===== src/rtl/seq_pkg.sv =====
package seq_pkg;
   localparam int unsigned INSN_W  = 32;
   localparam int unsigned CTL_W   = 16;
   localparam int unsigned IMM_W   = 32;
   localparam int unsigned IMM_FLD = 24;

   localparam logic [3:0] K_EXEC  = 4'h0;
   localparam logic [3:0] K_LDI   = 4'h1;
   localparam logic [3:0] K_LOAD  = 4'h2;
   localparam logic [3:0] K_STORE = 4'h3;
   localparam logic [3:0] K_JUMP  = 4'hF;

   localparam logic [3:0] OP_PASS_A = 4'hA;
   localparam logic [3:0] OP_PASS_B = 4'hB;
   localparam logic [3:0] SRC_NONE  = 4'h0;
   localparam logic [3:0] SRC_IMM   = 4'hB;
   localparam logic [3:0] SRC_MEM   = 4'hD;
   localparam logic [3:0] DST_ADDR  = 4'hC;
   localparam logic [3:0] DST_DATA  = 4'hD;

   typedef enum logic [1:0] {PC_HOLD, PC_STEP, PC_LOAD} pc_act_e;

   function automatic logic [CTL_W-1:0] pack_ctl(input logic [3:0] op,
                                                 input logic [3:0] s1,
                                                 input logic [3:0] s2,
                                                 input logic [3:0] dst);
      return {op, s1, s2, dst};
   endfunction
endpackage


===== src/rtl/seq_pc.sv =====
module seq_pc
   import seq_pkg::*;
#(
   parameter int unsigned PC_W = 28
)(
   input  logic            clk,
   input  logic            rst_n,
   input  pc_act_e         act,
   input  logic [PC_W-1:0] target,
   output logic [PC_W-1:0] pc
);
   logic [PC_W-1:0] pc_nxt;

   always_comb begin
      unique case (act)
         PC_STEP: pc_nxt = pc + 1'b1;
         PC_LOAD: pc_nxt = target;
         default: pc_nxt = pc;
      endcase
   end

   always_ff @(posedge clk or negedge rst_n) begin
      if (!rst_n) pc <= '0;
      else        pc <= pc_nxt;
   end
endmodule


===== src/rtl/seq_phase.sv =====
module seq_phase #(
   parameter int unsigned PH_W = 2
)(
   input  logic            clk,
   input  logic            rst_n,
   input  logic            advance,
   input  logic            clear,
   output logic [PH_W-1:0] phase
);
   always_ff @(posedge clk or negedge rst_n) begin
      if (!rst_n)       phase <= '0;
      else if (clear)   phase <= '0;
      else if (advance) phase <= phase + 1'b1;
   end
endmodule


===== src/rtl/seq_decode.sv =====
module seq_decode
   import seq_pkg::*;
#(
   parameter int unsigned PC_W       = 28,
   parameter int unsigned PH_W       = 2,
   parameter bit          IMM_SIGNED = 1'b1
)(
   input  logic [INSN_W-1:0] insn,
   input  logic [PH_W-1:0]   phase,
   output logic [CTL_W-1:0]  ctl,
   output logic [IMM_W-1:0]  imm,
   output pc_act_e           pc_act,
   output logic [PC_W-1:0]   pc_target,
   output logic              ph_adv,
   output logic              ph_clr
);
   localparam int unsigned EXT_W = IMM_W - IMM_FLD;

   logic [3:0]         kind;
   logic [IMM_FLD-1:0] fld;
   logic [IMM_W-1:0]   ext;
   logic               first;

   assign kind      = insn[31:28];
   assign fld       = insn[27:4];
   assign first     = (phase == '0);
   assign pc_target = insn[PC_W-1:0];

   generate
      if (IMM_SIGNED) begin : g_sext
         assign ext = {{EXT_W{fld[IMM_FLD-1]}}, fld};
      end else begin : g_zext
         assign ext = {{EXT_W{1'b0}}, fld};
      end
   endgenerate

   always_comb begin
      ctl    = '0;
      imm    = '0;
      pc_act = PC_STEP;
      ph_adv = 1'b0;
      ph_clr = 1'b0;
      case (kind)
         K_EXEC: ctl = insn[CTL_W-1:0];
         K_LDI: begin
            imm = ext;
            ctl = pack_ctl(OP_PASS_A, SRC_IMM, SRC_NONE, insn[3:0]);
         end
         K_LOAD: begin
            if (first) begin
               ctl    = pack_ctl(OP_PASS_A, insn[11:8], SRC_NONE, DST_ADDR);
               pc_act = PC_HOLD;
               ph_adv = 1'b1;
            end else begin
               ctl    = pack_ctl(OP_PASS_A, SRC_MEM, SRC_NONE, insn[3:0]);
               ph_clr = 1'b1;
            end
         end
         K_STORE: begin
            if (first) begin
               ctl    = pack_ctl(OP_PASS_B, SRC_NONE, insn[7:4], DST_ADDR);
               pc_act = PC_HOLD;
               ph_adv = 1'b1;
            end else begin
               ctl    = pack_ctl(OP_PASS_A, insn[11:8], SRC_NONE, DST_DATA);
               ph_clr = 1'b1;
            end
         end
         K_JUMP:  pc_act = PC_LOAD;
         default: ;
      endcase
   end
endmodule


===== src/rtl/instr_sequencer.sv =====
module instr_sequencer
   import seq_pkg::*;
#(
   parameter int unsigned PC_W       = 28,
   parameter int unsigned PH_W       = 2,
   parameter bit          IMM_SIGNED = 1'b1
)(
   input  logic            clk,
   input  logic            rst_n,
   output logic [PC_W-1:0] fetch_pc,
   input  logic [31:0]     fetch_word,
   output logic [15:0]     ctl_word,
   output logic [31:0]     imm_out
);
   generate
      if (PC_W < 1 || PC_W > 28) begin : g_bad_pc
         $error("instr_sequencer: PC_W must lie in 1..28");
      end
      if (PH_W < 1) begin : g_bad_ph
         $error("instr_sequencer: PH_W must be at least 1");
      end
   endgenerate

   logic [PH_W-1:0]  phase;
   logic [CTL_W-1:0] dec_ctl;
   logic [IMM_W-1:0] dec_imm;
   pc_act_e          pc_act;
   logic [PC_W-1:0]  pc_target;
   logic             ph_adv, ph_clr;

   seq_decode #(.PC_W(PC_W), .PH_W(PH_W), .IMM_SIGNED(IMM_SIGNED)) u_dec (
      .insn(fetch_word), .phase(phase), .ctl(dec_ctl), .imm(dec_imm),
      .pc_act(pc_act), .pc_target(pc_target), .ph_adv(ph_adv), .ph_clr(ph_clr)
   );

   seq_pc #(.PC_W(PC_W)) u_pc (
      .clk(clk), .rst_n(rst_n), .act(pc_act), .target(pc_target), .pc(fetch_pc)
   );

   seq_phase #(.PH_W(PH_W)) u_phase (
      .clk(clk), .rst_n(rst_n), .advance(ph_adv), .clear(ph_clr), .phase(phase)
   );

   assign ctl_word = rst_n ? dec_ctl : '0;
   assign imm_out  = rst_n ? dec_imm : '0;
endmodule


===== config.mk =====
export PLATFORM = sky130hd
export DESIGN_NAME = instr_sequencer
export DESIGN_NICKNAME = d
export VERILOG_FILES = /design/src/rtl/seq_pkg.sv /design/src/rtl/seq_pc.sv /design/src/rtl/seq_phase.sv /design/src/rtl/seq_decode.sv /design/src/rtl/instr_sequencer.sv
export SDC_FILE = /design/constraint.sdc
export NUM_CORES = 1
export LEC_CHECK = 0
export BUFFER_PORTS_ARGS = -buffer_cell sky130_fd_sc_hd__buf_2
export CAP_MARGIN = 0
export CORE_UTILIZATION = 49
export DETAILED_ROUTE_END_ITERATION = 10
export PLACE_DENSITY = 0.82
export SKIP_CTS_REPAIR_TIMING = 1
export SYNTH_ARGS = -nofsm -noshare
export SYNTH_HDL_FRONTEND = slang
export SYNTH_SLANG_ARGS = --single-unit

===== constraint.sdc =====
create_clock -name clk -period 2.45 [get_ports clk]
set_input_delay 0.3675 -clock clk [delete_from_list [all_inputs] [get_ports clk]]
set_output_delay 0.3675 -clock clk [all_outputs]
set_load 0.05 [all_outputs]

==> flow_summary.toml <==
[outcome]
outcome = "completed"

[setup_path]
rr_endpoint = "u_pc.pc[16]$_DFFE_PN0P_"
reg2reg_slack_ns = 0.16
cp_top_family = "flip-flops"
cp.buffers_inverters = 2
cp.required_ns = 2.08
worst-setup-path-type = "reg -> out"
path_cells = "inv_1, ha_1, nand3_1, a21oi_1, and2_1, buf_2"
cpPeakStageDelay_ns = 0.39
cp_slowest_cell = "dfrtp_1"
r2r_cells = 8
crit_fanout = 5
startpoint_type = "register"
r2r_start = "u_phase.phase[0]$_DFFE_PN0P_"
cp.arrival_ns = 1.93
setup.worst_path.end_class = "output port"

[grt]
grt_overflow = 0
grt_pass1_wl_um = 11500
grt_max_degree = 31
antenna_found_initial = 0
grt_pass1_vias = 2466
grt_usage = 0.270

[cells_and_area]
fin_cells = 478
drive_above_1_share = 0.382
fillCellCount = 460
syn_to_final_growth_pct = 23.4
layout.nets = 447
antenna_cells = 0

[timing]
slew_viol_final = 0
max_clock_freq_mhz = 436
fin_ws_ns = 0.154
setup_tns_ns = 0
finalHoldViolCount = 0
holdWs_ns = 0.149
rsz0062_at_grt = "false"
worst_slew_pin_slew_ns = 0.480
fin_crit_ns = 2.30
finalSetupViolations = 0
finClkSkew_ns = 0.00516
slew-limit-headroom = 0.679
finalCritPeriodShare = 0.937

[power]
pwr-share-seq = 0.328
power.leakage_nw = 1.63
switching_share = 0.508
pwr-share-comb = 0.509
powerDensity_nw_per_um2 = 775
peakVddDrop_uv = 893
switchingPower_w = 0.00126
intPower_w = 0.00122
pwr-share-clk = 0.163
fin_total_pwr_w = 0.00248

[synthesis]
synthTopCellsByArea = "dfrtp_1, and2_1, nor2_1"
syn_inst = 313
ys_seq_area_frac = 0.290
synth.distinct_cells = 59
syn_nets = 351
avgSynthCellArea_um2 = 8.27
synth_top_area_cell = "dfrtp_1"
syn_area_um2 = 2590
ys_warn_count = 0
synth_commonest_cells = "and2_1, nor2_1, dfrtp_1"
async_reset_ff_frac = 1.00
synth_ff_type = "dfrtp_1"
synth-seq-cells = 30
synth_top_area_share = 0.290
synth_edf_count = 0

[floorplan]
core-area_um2 = 5110
rows = 26
start_util = 0.507
fp.dieH_um = 74.7
die_area_um2 = 5580
num_io_pins = 110
die_w_um = 74.7

[clocking]
clk_pin_slew_ns = 0.07
cts_tree = "built"
cts_buffers = 5
htree_levels = 2
clockBufferDepth = 2
cts_num_sinks = 30
cts_root_buf = "clkbuf_8"
clk_latency_ns = 0.28

[placed_design]
dp_hpwl_um = 5290
io_buffers = 109
place_ws_ns = 0.0519
gp_congestion = 0.893
placed_cells = 472

[routing]
drc = 0
ant_nets = 0
totalWireLength_um = 7300
wl_per_cell_um = 15.3
drt_iter0_drc = 194
vias_per_cell = 5.89
vias = 2814
firstDrtPassIters = 5

[job]
maxCapViolations = 0

[hold_path]
hp-class = "in -> async"
[layer usage]
metal	global-route usage	share of wire	wire (um)
met2	0.444	0.49	3580
met1	0.362	0.42	3070
met3	0.0495	0.076	556
met5	0	0	0
met4	0.0839	0.012	85
[flip-flops by register name, indices dropped and copies added (netlist names)]
signal,flops
u_phase.phase,2
u_pc.pc,28
[power by group through the flow]
| stage | Combinational (W) | Clock (W) | Sequential [W] |
|---|---|---|---|
| 2_1_floorplan | 0.000548 | 0 | 0.00119 |
| 3_3_place_gp | 0.00122 | 0 | 0.000807 |
| 3_5_place_dp | 0.00125 | 0 | 0.000813 |
| 4_1_cts | 0.00126 | 0.000411 | 0.000807 |
| 5_1_grt | 0.00136 | 0.000429 | 0.000836 |
| 6_report | 0.00126 | 0.000403 | 0.000814 |
[area by class of cell]
cell class	count	area, um2	share of cell area
multi-input combinational	236	1560	0.489
tap	70	87.6	0.0274
sequential	30	751	0.235
timing repair buffer	122	656	0.205
clock buffer	6	82.6	0.0258
inverter	14	56.3	0.0176
[worst max path at each step]
stage | cells after the start | endpoint | start
floorplan | 5 | ctl_word[1] | u_phase.phase[0]$_DFFE_PN0P_
finish | 6 | ctl_word[5] | u_phase.phase[1]$_DFFE_PN0P_
global placement | 8 | u_pc.pc[26]$_DFFE_PN0P_ | u_phase.phase[0]$_DFFE_PN0P_
detailed placement | 8 | u_pc.pc[26]$_DFFE_PN0P_ | u_phase.phase[0]$_DFFE_PN0P_
CTS | 8 | u_pc.pc[26]$_DFFE_PN0P_ | u_phase.phase[0]$_DFFE_PN0P_
global route | 6 | ctl_word[5] | u_phase.phase[1]$_DFFE_PN0P_
[cell families after synthesis]
logic type,count (synthesis),synth area share
AO/OA/AOI/OAI,83,0.233
adder cells (fa/ha/maj),4,0.0193
AND/OR/NAND/NOR,139,0.307
multiplexers,10,0.0416
flip-flops,30,0.290
buffers and inverters,47,0.108
[through the flow]
step,area [um2],util
after floorplan,2590,-
after global placement,3100,0.608
after detailed placement,3100,0.608
after CTS,3190,0.624
after global routing,3200,0.626
final,3200,0.626
[worst register-to-register path: stages (launching register included)]
cell and delay [ns]:
dfrtp_1 0.35, inv_1 0.07, ha_1 0.25, a31o_2 0.25
ha_1 0.36, buf_4 0.20, clkinvlp_4 0.23, a311o_1 0.34
and2_1 0.13
[layout by cell type (no fill, tap or decap), types with 5 or more instances in the layout]
cell type and instances:
buf_2 109, nand2_1 17, o21ai_0 19, and2_1 34
dfrtp_1 30, a31oi_1 7, clkbuf_8 6, nor2_1 34
and3_1 6, nand3_1 10, nand4_1 7, a22oi_1 11
a21oi_1 11, buf_4 12, mux2_2 5, inv_1 13
Note: power is estimated with default switching activity, not from simulation.
